## config.mk

```make
export PLATFORM = sky130hd
export DESIGN_NAME = nt_sram
export DESIGN_NICKNAME = d
export VERILOG_FILES = /design/src/rtl/nts_pkg.sv /design/src/rtl/nts_burst.sv /design/src/rtl/nts_array.sv /design/src/rtl/nts_out.sv /design/src/rtl/nt_sram.sv
export SDC_FILE = /design/constraint.sdc
export NUM_CORES = 1
export LEC_CHECK = 0
export BUFFER_PORTS_ARGS = -buffer_cell sky130_fd_sc_hd__buf_2
export CAP_MARGIN = 15
export CORE_MARGIN = 1
export CORE_UTILIZATION = 40
export DETAILED_ROUTE_END_ITERATION = 10
export PLACE_DENSITY_LB_ADDON = 0.3
export SLEW_MARGIN = 20
export SYNTH_ARGS = -nofsm -noshare
export SYNTH_HDL_FRONTEND = slang
export SYNTH_SLANG_ARGS = --single-unit
```

## constraint.sdc

```tcl
create_clock -name clk -period 6.6 [get_ports clk]
set_input_delay 0.66 -clock clk [delete_from_list [all_inputs] [get_ports clk]]
set_output_delay 0.66 -clock clk [all_outputs]
set_load 0.05 [all_outputs]
```

## src/rtl/nts_pkg.sv

```systemverilog
package nts_pkg;
  localparam int BURST_BITS = 2;

  typedef enum logic [1:0] {
    OP_IDLE  = 2'd0,
    OP_READ  = 2'd1,
    OP_WRITE = 2'd2
  } op_e;

  // Low address bits of a burst beat from its seed and beat count.
  function automatic logic [BURST_BITS-1:0] burst_low(
    input logic [BURST_BITS-1:0] seed,
    input logic [BURST_BITS-1:0] beat,
    input logic                  linear
  );
    return linear ? (seed + beat) : (seed ^ beat);
  endfunction
endpackage

```

## src/rtl/nts_burst.sv

```systemverilog
module nts_burst
  import nts_pkg::*;
#(
  parameter int ADDR_W = 6
) (
  input  logic              clk,
  input  logic              rst_n,
  input  logic              step,
  input  logic              selected,
  input  logic              adv,
  input  logic              wr,
  input  logic [ADDR_W-1:0] addr,
  input  logic              linear_order,
  output op_e               cyc_op,
  output logic [ADDR_W-1:0] cyc_addr
);
  logic [ADDR_W-1:0]     base_q;
  logic [BURST_BITS-1:0] beat_q;
  logic [BURST_BITS-1:0] beat_nxt;
  op_e                   op_q;

  assign beat_nxt = beat_q + 1'b1;

  always_comb begin
    if (adv) begin
      cyc_op   = op_q;
      cyc_addr = {base_q[ADDR_W-1:BURST_BITS],
                  burst_low(base_q[BURST_BITS-1:0], beat_nxt, linear_order)};
    end else begin
      cyc_op   = !selected ? OP_IDLE : (wr ? OP_WRITE : OP_READ);
      cyc_addr = addr;
    end
  end

  always_ff @(posedge clk or negedge rst_n) begin
    if (!rst_n) begin
      base_q <= '0;
      beat_q <= '0;
      op_q   <= OP_IDLE;
    end else if (step) begin
      if (adv) begin
        beat_q <= beat_nxt;
      end else begin
        base_q <= addr;
        beat_q <= '0;
        op_q   <= cyc_op;
      end
    end
  end
endmodule

```

## src/rtl/nts_array.sv

```systemverilog
module nts_array #(
  parameter int ADDR_W = 6,
  parameter int LANES  = 2,
  parameter int LANE_W = 9,
  localparam int DATA_W = LANES * LANE_W,
  localparam int DEPTH  = 1 << ADDR_W
) (
  input  logic              clk,
  input  logic              wr_en,
  input  logic [ADDR_W-1:0] wr_addr,
  input  logic [LANES-1:0]  wr_be,
  input  logic [DATA_W-1:0] wr_data,
  input  logic [ADDR_W-1:0] rd_addr,
  output logic [DATA_W-1:0] rd_data
);
  logic [DATA_W-1:0] mem [DEPTH];
  logic [DATA_W-1:0] stored;
  logic              hit;

  always_ff @(posedge clk) begin
    if (wr_en) begin
      for (int l = 0; l < LANES; l++) begin
        if (wr_be[l]) mem[wr_addr][l*LANE_W +: LANE_W] <= wr_data[l*LANE_W +: LANE_W];
      end
    end
  end

  assign stored = mem[rd_addr];
  assign hit    = wr_en && (wr_addr == rd_addr);

  // Per-lane forwarding of a write committing in the same edge.
  for (genvar l = 0; l < LANES; l++) begin : g_lane
    assign rd_data[l*LANE_W +: LANE_W] = (hit && wr_be[l]) ?
      wr_data[l*LANE_W +: LANE_W] : stored[l*LANE_W +: LANE_W];
  end
endmodule

```

## src/rtl/nts_out.sv

```systemverilog
module nts_out #(
  parameter int DATA_W = 18
) (
  input  logic              clk,
  input  logic              rst_n,
  input  logic              step,
  input  logic              load,
  input  logic [DATA_W-1:0] din,
  input  logic              oe,
  input  logic              sleep,
  output logic [DATA_W-1:0] q,
  output logic              q_en
);
  logic [DATA_W-1:0] q_r;
  logic              valid_r;

  always_ff @(posedge clk or negedge rst_n) begin
    if (!rst_n) begin
      q_r     <= '0;
      valid_r <= 1'b0;
    end else if (step) begin
      valid_r <= load;
      if (load) q_r <= din;
    end
  end

  assign q_en = valid_r && oe && !sleep;
  assign q    = q_en ? q_r : '0;
endmodule

```

## src/rtl/nt_sram.sv

```systemverilog
module nt_sram
  import nts_pkg::*;
#(
  parameter int ADDR_W = 6,
  parameter int LANES  = 2,
  parameter int LANE_W = 9,
  localparam int DATA_W = LANES * LANE_W
) (
  input  logic              clk,
  input  logic              rst_n,
  input  logic              cken,
  input  logic              sel_a,
  input  logic              sel_b,
  input  logic              sel_c_n,
  input  logic              wr,
  input  logic              adv,
  input  logic [LANES-1:0]  byte_we,
  input  logic [ADDR_W-1:0] addr,
  input  logic [DATA_W-1:0] wdata,
  input  logic              linear_order,
  input  logic              oe,
  input  logic              sleep,
  output logic [DATA_W-1:0] rdata,
  output logic              rdata_en
);
  logic              step;
  logic              selected;
  op_e               cyc_op;
  logic [ADDR_W-1:0] cyc_addr;
  op_e               s1_op, s2_op;
  logic [ADDR_W-1:0] s1_addr, s2_addr;
  logic [LANES-1:0]  s1_be, s2_be;
  logic              commit;
  logic [DATA_W-1:0] arr_q;

  assign step     = cken && !sleep;
  assign selected = sel_a && sel_b && !sel_c_n;

  nts_burst #(.ADDR_W(ADDR_W)) u_burst (
    .clk(clk), .rst_n(rst_n), .step(step), .selected(selected),
    .adv(adv), .wr(wr), .addr(addr), .linear_order(linear_order),
    .cyc_op(cyc_op), .cyc_addr(cyc_addr)
  );

  // Stage 1: command just captured; stage 2: write awaiting its data.
  always_ff @(posedge clk or negedge rst_n) begin
    if (!rst_n) begin
      s1_op   <= OP_IDLE;
      s1_addr <= '0;
      s1_be   <= '0;
      s2_op   <= OP_IDLE;
      s2_addr <= '0;
      s2_be   <= '0;
    end else if (step) begin
      s1_op   <= cyc_op;
      s1_addr <= cyc_addr;
      s1_be   <= byte_we;
      s2_op   <= s1_op;
      s2_addr <= s1_addr;
      s2_be   <= s1_be;
    end
  end

  assign commit = step && (s2_op == OP_WRITE);

  nts_array #(.ADDR_W(ADDR_W), .LANES(LANES), .LANE_W(LANE_W)) u_array (
    .clk(clk), .wr_en(commit), .wr_addr(s2_addr), .wr_be(s2_be),
    .wr_data(wdata), .rd_addr(s1_addr), .rd_data(arr_q)
  );

  nts_out #(.DATA_W(DATA_W)) u_out (
    .clk(clk), .rst_n(rst_n), .step(step), .load(s1_op == OP_READ),
    .din(arr_q), .oe(oe), .sleep(sleep), .q(rdata), .q_en(rdata_en)
  );
endmodule

```

==> results of run 1 <==
-- worst max-delay path, cell delays in order (launching register included) --
cell and delay (ps):
dfrtp_2 420, buf_4 230, buf_4 360, or4b_2 550, o22ai_1 180, a2111oi_0 1030
o2111ai_1 540, nand3_1 200
-- cells by family after synthesis --
| logic type | after synthesis |
|---|---|
| fa+ha+maj | 1 |
| compound gates | 168 |
| mux | 382 |
| flops | 1201 |
| xor+xnor | 9 |
| buf+inv | 148 |
| simple gates | 376 |
-- synthesized netlist by cell type, drive strengths merged, types with 10 or more instances --
library cell	number	area share [%]
nand2	58	0.46
clkbuf	68	0.54
nand4	16	0.21
dfrtp	49	2.6
nor2b	16	0.21
nor4	10	0.13
mux2	53	1.3
a22oi	26	0.41
nor2	162	1.3
inv	13	0.10
edfxtp	1152	73
mux2i	48	1.0
o21ai	29	0.31
nand3	22	0.23
o22ai	31	0.41
mux4	281	13
and2	28	0.37
a211oi	15	0.24
buf	67	1.1
-- worst min-delay path by stage --
stage | endpoint | slack [ps] | depth (start not counted) | from
2_1_floorplan | s1_addr[0] | 360 | 0 | rst_n
3_3_place_gp | u_burst.op_q[0] | 460 | 2 | u_burst.op_q[0]
3_5_place_dp | u_burst.op_q[1] | 470 | 2 | u_burst.op_q[1]
4_1_cts | u_burst.op_q[0] | 150 | 2 | sel_c_n
5_1_grt | u_burst.op_q[0] | 180 | 2 | sel_c_n
6_report | s1_addr[3] | 160 | 2 | rst_n
-- flip-flops by register name, summed over array words and instances, names as in the netlist, 2 cells and up --
register,cells
u_burst.base_q,6
u_burst.beat_q,2
u_burst.op_q,2
s1_addr,6
s2_addr,6
s2_op,2
s1_be,2
u_out.q_r,18
u_array.mem,1152
s2_be,2
s1_op,2
-- report_power, final --
group / internal [uW] / switching (uW) / leakage (uW)
registers: 8430 / 196 / 0.0110
clock network: 3560 / 2810 / 0.00178
logic: 949 / 1300 / 0.00353
-- per-stage QoR --
step           hold WS, ps  power (uW)  cells  area (sq um)
2_1_floorplan          364       10300   2285         47200
3_3_place_gp           461       11000   3771         49000
3_5_place_dp           471       11000   3771         49000
4_1_cts                147       17300   3982         52600
5_1_grt                179       17700   3984         52600
6_report               162       17300   3985         52600
-- per-layer routing --
layer  track usage, %  wire length (microns)  vias up
li1                 -                      -     9628
met1             27.7                  49000    12500
met2             30.1                  54600     1010
met3             3.33                   8510      169
met4             5.30                   2760        0
met5                0                      0        -
-- final cells by class --
type | count | area share, %
clock inverter | 88 | 1.33
multi-input combinational | 936 | 20.1
sequential | 1201 | 68.1
clock buffer | 123 | 5.53
timing repair buffer | 98 | 1.18
inverter | 13 | 0.0928
antenna | 2 | 0.00952
tap | 1524 | 3.63
==> results.cfg, run 1 <==
[status]
run_status = completed

[clock_network]
numCtsBuffers = 114
ctsHoldBuffers = 0
cts_buffer_depth = 3
htree_levels = 3
cts.sinks = 1201
cts_tree = built
clkLatencyLatePin_ps = 700
path_clk_slew_ps = 60
cts_root_buf = clkbuf_16
cts_resized = 0
post_cts_buffers = 0

[synth]
synth_edf_count = 1152
synth_mux_area_share_pct = 15.7
syn_avg_cell_area_sq_um = 20.6
synth_seq_area_share_pct = 76.0
synthSimpleGateAreaFrac_pct = 3.91
syn_nets = 2323
synth_cell_types = 61
syn_inst = 2285
async_reset_ff_share_pct = 4.08
ys.flop_type = edfxtp_1
synth_adder_area_share_pct = 0.0265
synth_compound_area_share_pct = 2.52
synth_top_family_by_area = multiplexers
netlist_area_sq_mm = 0.0472
synth-seq-cells = 1201
yosysWarnings = 0
synthXorXnorAreaFrac_pct = 0.167

[die]
initial_core_util_pct = 40.5
core_area_sq_mm = 0.117
die_x_microns = 345
die_y_microns = 345
dieArea_sq_mm = 0.119
io_pins = 56
rows = 125

[critical_path]
required_ps = 7210
worst-setup-path-type = reg -> reg
start_kind = register
arrival_ps = 4280
r2r_start = s1_addr[3]
worst-r2r-setup-slack_ps = 2930
crit_start = s1_addr[3]
reg2regPathDepth = 7
rr_endpoint = u_out.q_r[16]
cp_max_fo = 46
endpoint_kind = register
cp-endpoint = u_out.q_r[16]

[placement]
gp_congestion = 0.835
dp_hpwl_mm = 71.1
portBuffers = 55
pre_cts_ws_ps = 2870

[finish]
num-fill-cells = 9652
area_growth_pct = 11.5
nets = 2402
multiInputGateArea_sq_mm = 0.0106
seq_area_sq_mm = 0.0358
drive_gt1_share_pct = 25.5
final_cell_mix = 1,152 x edfxtp_1, 281 x mux4_2, 157 x nor2_1
post-route-util_pct = 45.1
final_common_cell = edfxtp_1

[route]
ant_nets = 0
num_vias = 23300
routed_wl_mm = 115
wl_per_cell_microns = 28.8
drtIter0Drc = 2578
drc = 0
first_pass_iters = 6
routed_via_density = 5.85

[sta]
fin_skew_ps = 32.3
hold_viol = 0
report.final.slew_viol_count = 0
finalSetupViolations = 0
fin_ws_ps = 2930
min_period_ps = 3680
fin_crit_sh_pct = 55.7
max_freq_mhz = 272
tns_ps = 0
slew_headroom_pct = 18.6
worst_slew_pin_slew_ps = 1190
rsz0062_at_grt = false

[min_path]
hp-class = in -> async

[global_route]
grt_pass1_vias = 23400
grtUsageTotal_pct = 19.2
antenna_found_initial = 5
grt_pass1_wl_mm = 168
grt_max_degree = 93
grt_overflow = 0

[power_and_ir_drop]
powerDensity_mw_per_mm2 = 328
ir_drop_mv = 0.211
power.leakage_uw = 0.0163

[run]
cap_viol_max_count = 0
(Power assumes the default switching activity.)
==> inputs of run 2 (changes only) <==
ABC_AREA = 1   (was default)
clock period = 3 ns   (was 6.6 ns; I/O delays follow)
==> run 2 against run 1 <==
Against the previous run:
- critical path depth down 3
- sequential power is 120% higher
- critical path type is now reg -> out
- utilization up 1.1 points
- combinational power increased to 3.5 times the previous value
- power grew 140%
- largest power group unchanged
- synthesized area up 5.0%
- flip-flop and latch count did not move
- synthesized cell count is 91% higher
==> results.cfg, run 2 <==
[clock_network]
path_clk_slew_ps = 60
clkLatencyLatePin_ps = 710
cts_resized = 0
cts_tree = built
cts_root_buf = clkbuf_16
htree_levels = 3
numCtsBuffers = 116
cts_buffer_depth = 3
cts.sinks = 1201

[placement]
dp_cells = 6016
dp_hpwl_mm = 83.0
gp_congestion = 0.882
portBuffers = 55

[critical_path]
cpPeakStageDelay_ps = 500
required_ps = 2700
cp_max_fo = 19
path_cells = nand3_1 -> buf_4 -> nor2_1 -> buf_2
start_kind = register
worst-setup-path-type = reg -> out
endpoint_kind = primary output
slowest_stage = nor2_1
arrival_ps = 2410
worst-r2r-setup-slack_ps = 460

[global_route]
antenna_found_initial = 5
grt_pass1_wl_mm = 203
grtUsageTotal_pct = 21.6
grt_pass1_vias = 31600
grt_max_degree = 105
grt_overflow = 0

[sta]
fin_crit_sh_pct = 90.2
hold_viol = 0
worst_slew_pin_slew_ps = 1120
report.final.slew_viol_count = 0
rsz0062_at_grt = false
min_period_ps = 2710
tns_ps = 0
slew_headroom_pct = 25.0
max_freq_mhz = 370
finalSetupViolations = 0
fin_skew_ps = 26.3

[synth]
synthSimpleGateAreaFrac_pct = 23.6
syn_inst = 4357
netlist_area_sq_mm = 0.0495
synth_seq_area_share_pct = 72.4
synth_edf_count = 1152
syn_avg_cell_area_sq_um = 11.4
synth_mux_area_share_pct = 0
async_reset_ff_share_pct = 4.08
synth_cell_types = 28
synth_top_family_by_area = simple AND/OR/NAND/NOR gates
synth_top_cell_by_area = edfxtp_1
synthXorXnorAreaFrac_pct = 0.0531
synth_adder_area_share_pct = 0.0253
synth_compound_area_share_pct = 0.541
synth_area_leaders = edfxtp_1 70%, nand2_1 12%, nand3_1 10%
synth_top_area_share_pct = 69.9
syn_nets = 4395
synth_common_cells = 1,593 x nand2_1, 1,152 x edfxtp_1, 993 x nand3_1
ys.flop_type = edfxtp_1
yosysMostFrequentCell = nand2_1
synth-seq-cells = 1201
yosysWarnings = 0

[run]
cap_viol_max_count = 0

[power_and_ir_drop]
powerDensity_mw_per_mm2 = 725
ir_drop_mv = 0.456
power.leakage_uw = 0.0208

[die]
die_y_microns = 354
io_pins = 56
initial_core_util_pct = 40.5
rows = 128
die_x_microns = 354
dieArea_sq_mm = 0.125
core_area_sq_mm = 0.122

[finish]
area_growth_pct = 14.2
multiInputGateArea_sq_mm = 0.0120
fin_cells = 6252
num-fill-cells = 10900
final_cell_mix = 1,593 x nand2_1, 1,152 x edfxtp_1, 993 x nand3_1
largest_reg_flops = 1152
drive_gt1_share_pct = 10.5
nets = 4566
top_regs = u_array.mem: 1152 flops, u_out.q_r: 18 flops
final_common_cell = nand2_1
seq_area_sq_mm = 0.0358
largest-register = u_array.mem

[route]
num_vias = 33400
drc = 0
routed_wl_mm = 137
first_pass_iters = 5
ant_nets = 0
routed_via_density = 5.34
drtIter0Drc = 3670
wl_per_cell_microns = 21.8

[min_path]
hp-class = in -> reg

[status]
run_status = completed
run 2: cell count changes after synthesis, moves of 24 or more:
cell / delta
nand3_1: +971
mux2_2: -53
buf_2: +96
mux4_2: -281
mux2i_1: -48
o22ai_1: -31
and2_1: -28
inv_1: +46
buf_1: +24
nand2_1: +1535
buf_4: +36
a22oi_1: -26
run 2: cells by family (layout without fill, tap and decap cells):
family / Yosys count / in the layout
other cells: 0 / 1
xor+xnor: 3 / 3
buf+inv: 339 / 608
fa+ha+maj: 1 / 1
compound gates: 48 / 48
flops: 1201 / 1201
simple gates: 2765 / 2765
run 2: through the flow:
stage	hold WS [ps]	worst slack [ps]	utilization, %	power, uW	area [sq um]
6_report	60.3	294	46.3	41000	56500
5_1_grt	103	274	46.3	42500	56500
4_1_cts	32.0	265	46.3	41100	56500
3_5_place_dp	429	457	43.1	27100	52700
3_3_place_gp	427	456	43.1	27000	52700
2_1_floorplan	4.41	1040	-	24100	49500
run 2: path summary, 6_finish.rpt:
| kind | cells after the start | to | start |
|---|---|---|---|
| min in group asynchronous | 2 | u_burst.base_q[3] | rst_n |
| worst max register to register | 13 | u_out.q_r[15] | s1_addr[0] |
| max in group asynchronous | 3 | u_out.q_r[10] | rst_n |
| worst min register to register | 2 | u_out.q_r[1] | u_out.q_r[1] |
| worst min-delay path | 4 | s2_op[0] | cken |
| worst max-delay path | 4 | rdata[11] | u_out.valid_r |
run 2: what timing repair did:
action	CTS	global route
buffers inserted	0	0
hold buffers	19	0
endpoints found under the hold margin	66	0
run 2: layout make-up:
| cell class | instances | area share [%] |
|---|---|---|
| clock inverter | 58 | 0.770 |
| antenna | 1 | 0.00443 |
| inverter | 64 | 0.456 |
| clock buffer | 158 | 5.69 |
| sequential | 1201 | 63.4 |
| multi-input combinational | 2817 | 21.3 |
| tap | 1625 | 3.60 |
| timing repair buffer | 328 | 4.86 |
run 2: per-layer routing:
layer  wire, microns  up-vias  part of all wire, %  track usage [%]
met1           59300    16300                   43             30.9
met3           10700      201                  7.9             3.17
met2           62500     1363                   46             33.6
li1                -    15500                    -                -
met5               0        -                    0                0
met4            4000        0                  2.9             7.39
run 2: worst max-delay path, delay by kind of cell (launching register included):
| kind | cells | cell delay [ps] |
|---|---|---|
| buf+inv | 2 | 610 |
| simple gates | 2 | 600 |
| flops | 1 | 460 |
run 2: report_power, final:
group          internal (uW)  switching, uW  total, uW
clock network           7980           6150      14100
logic                   2280           5670       7960
registers              18600            332      18900
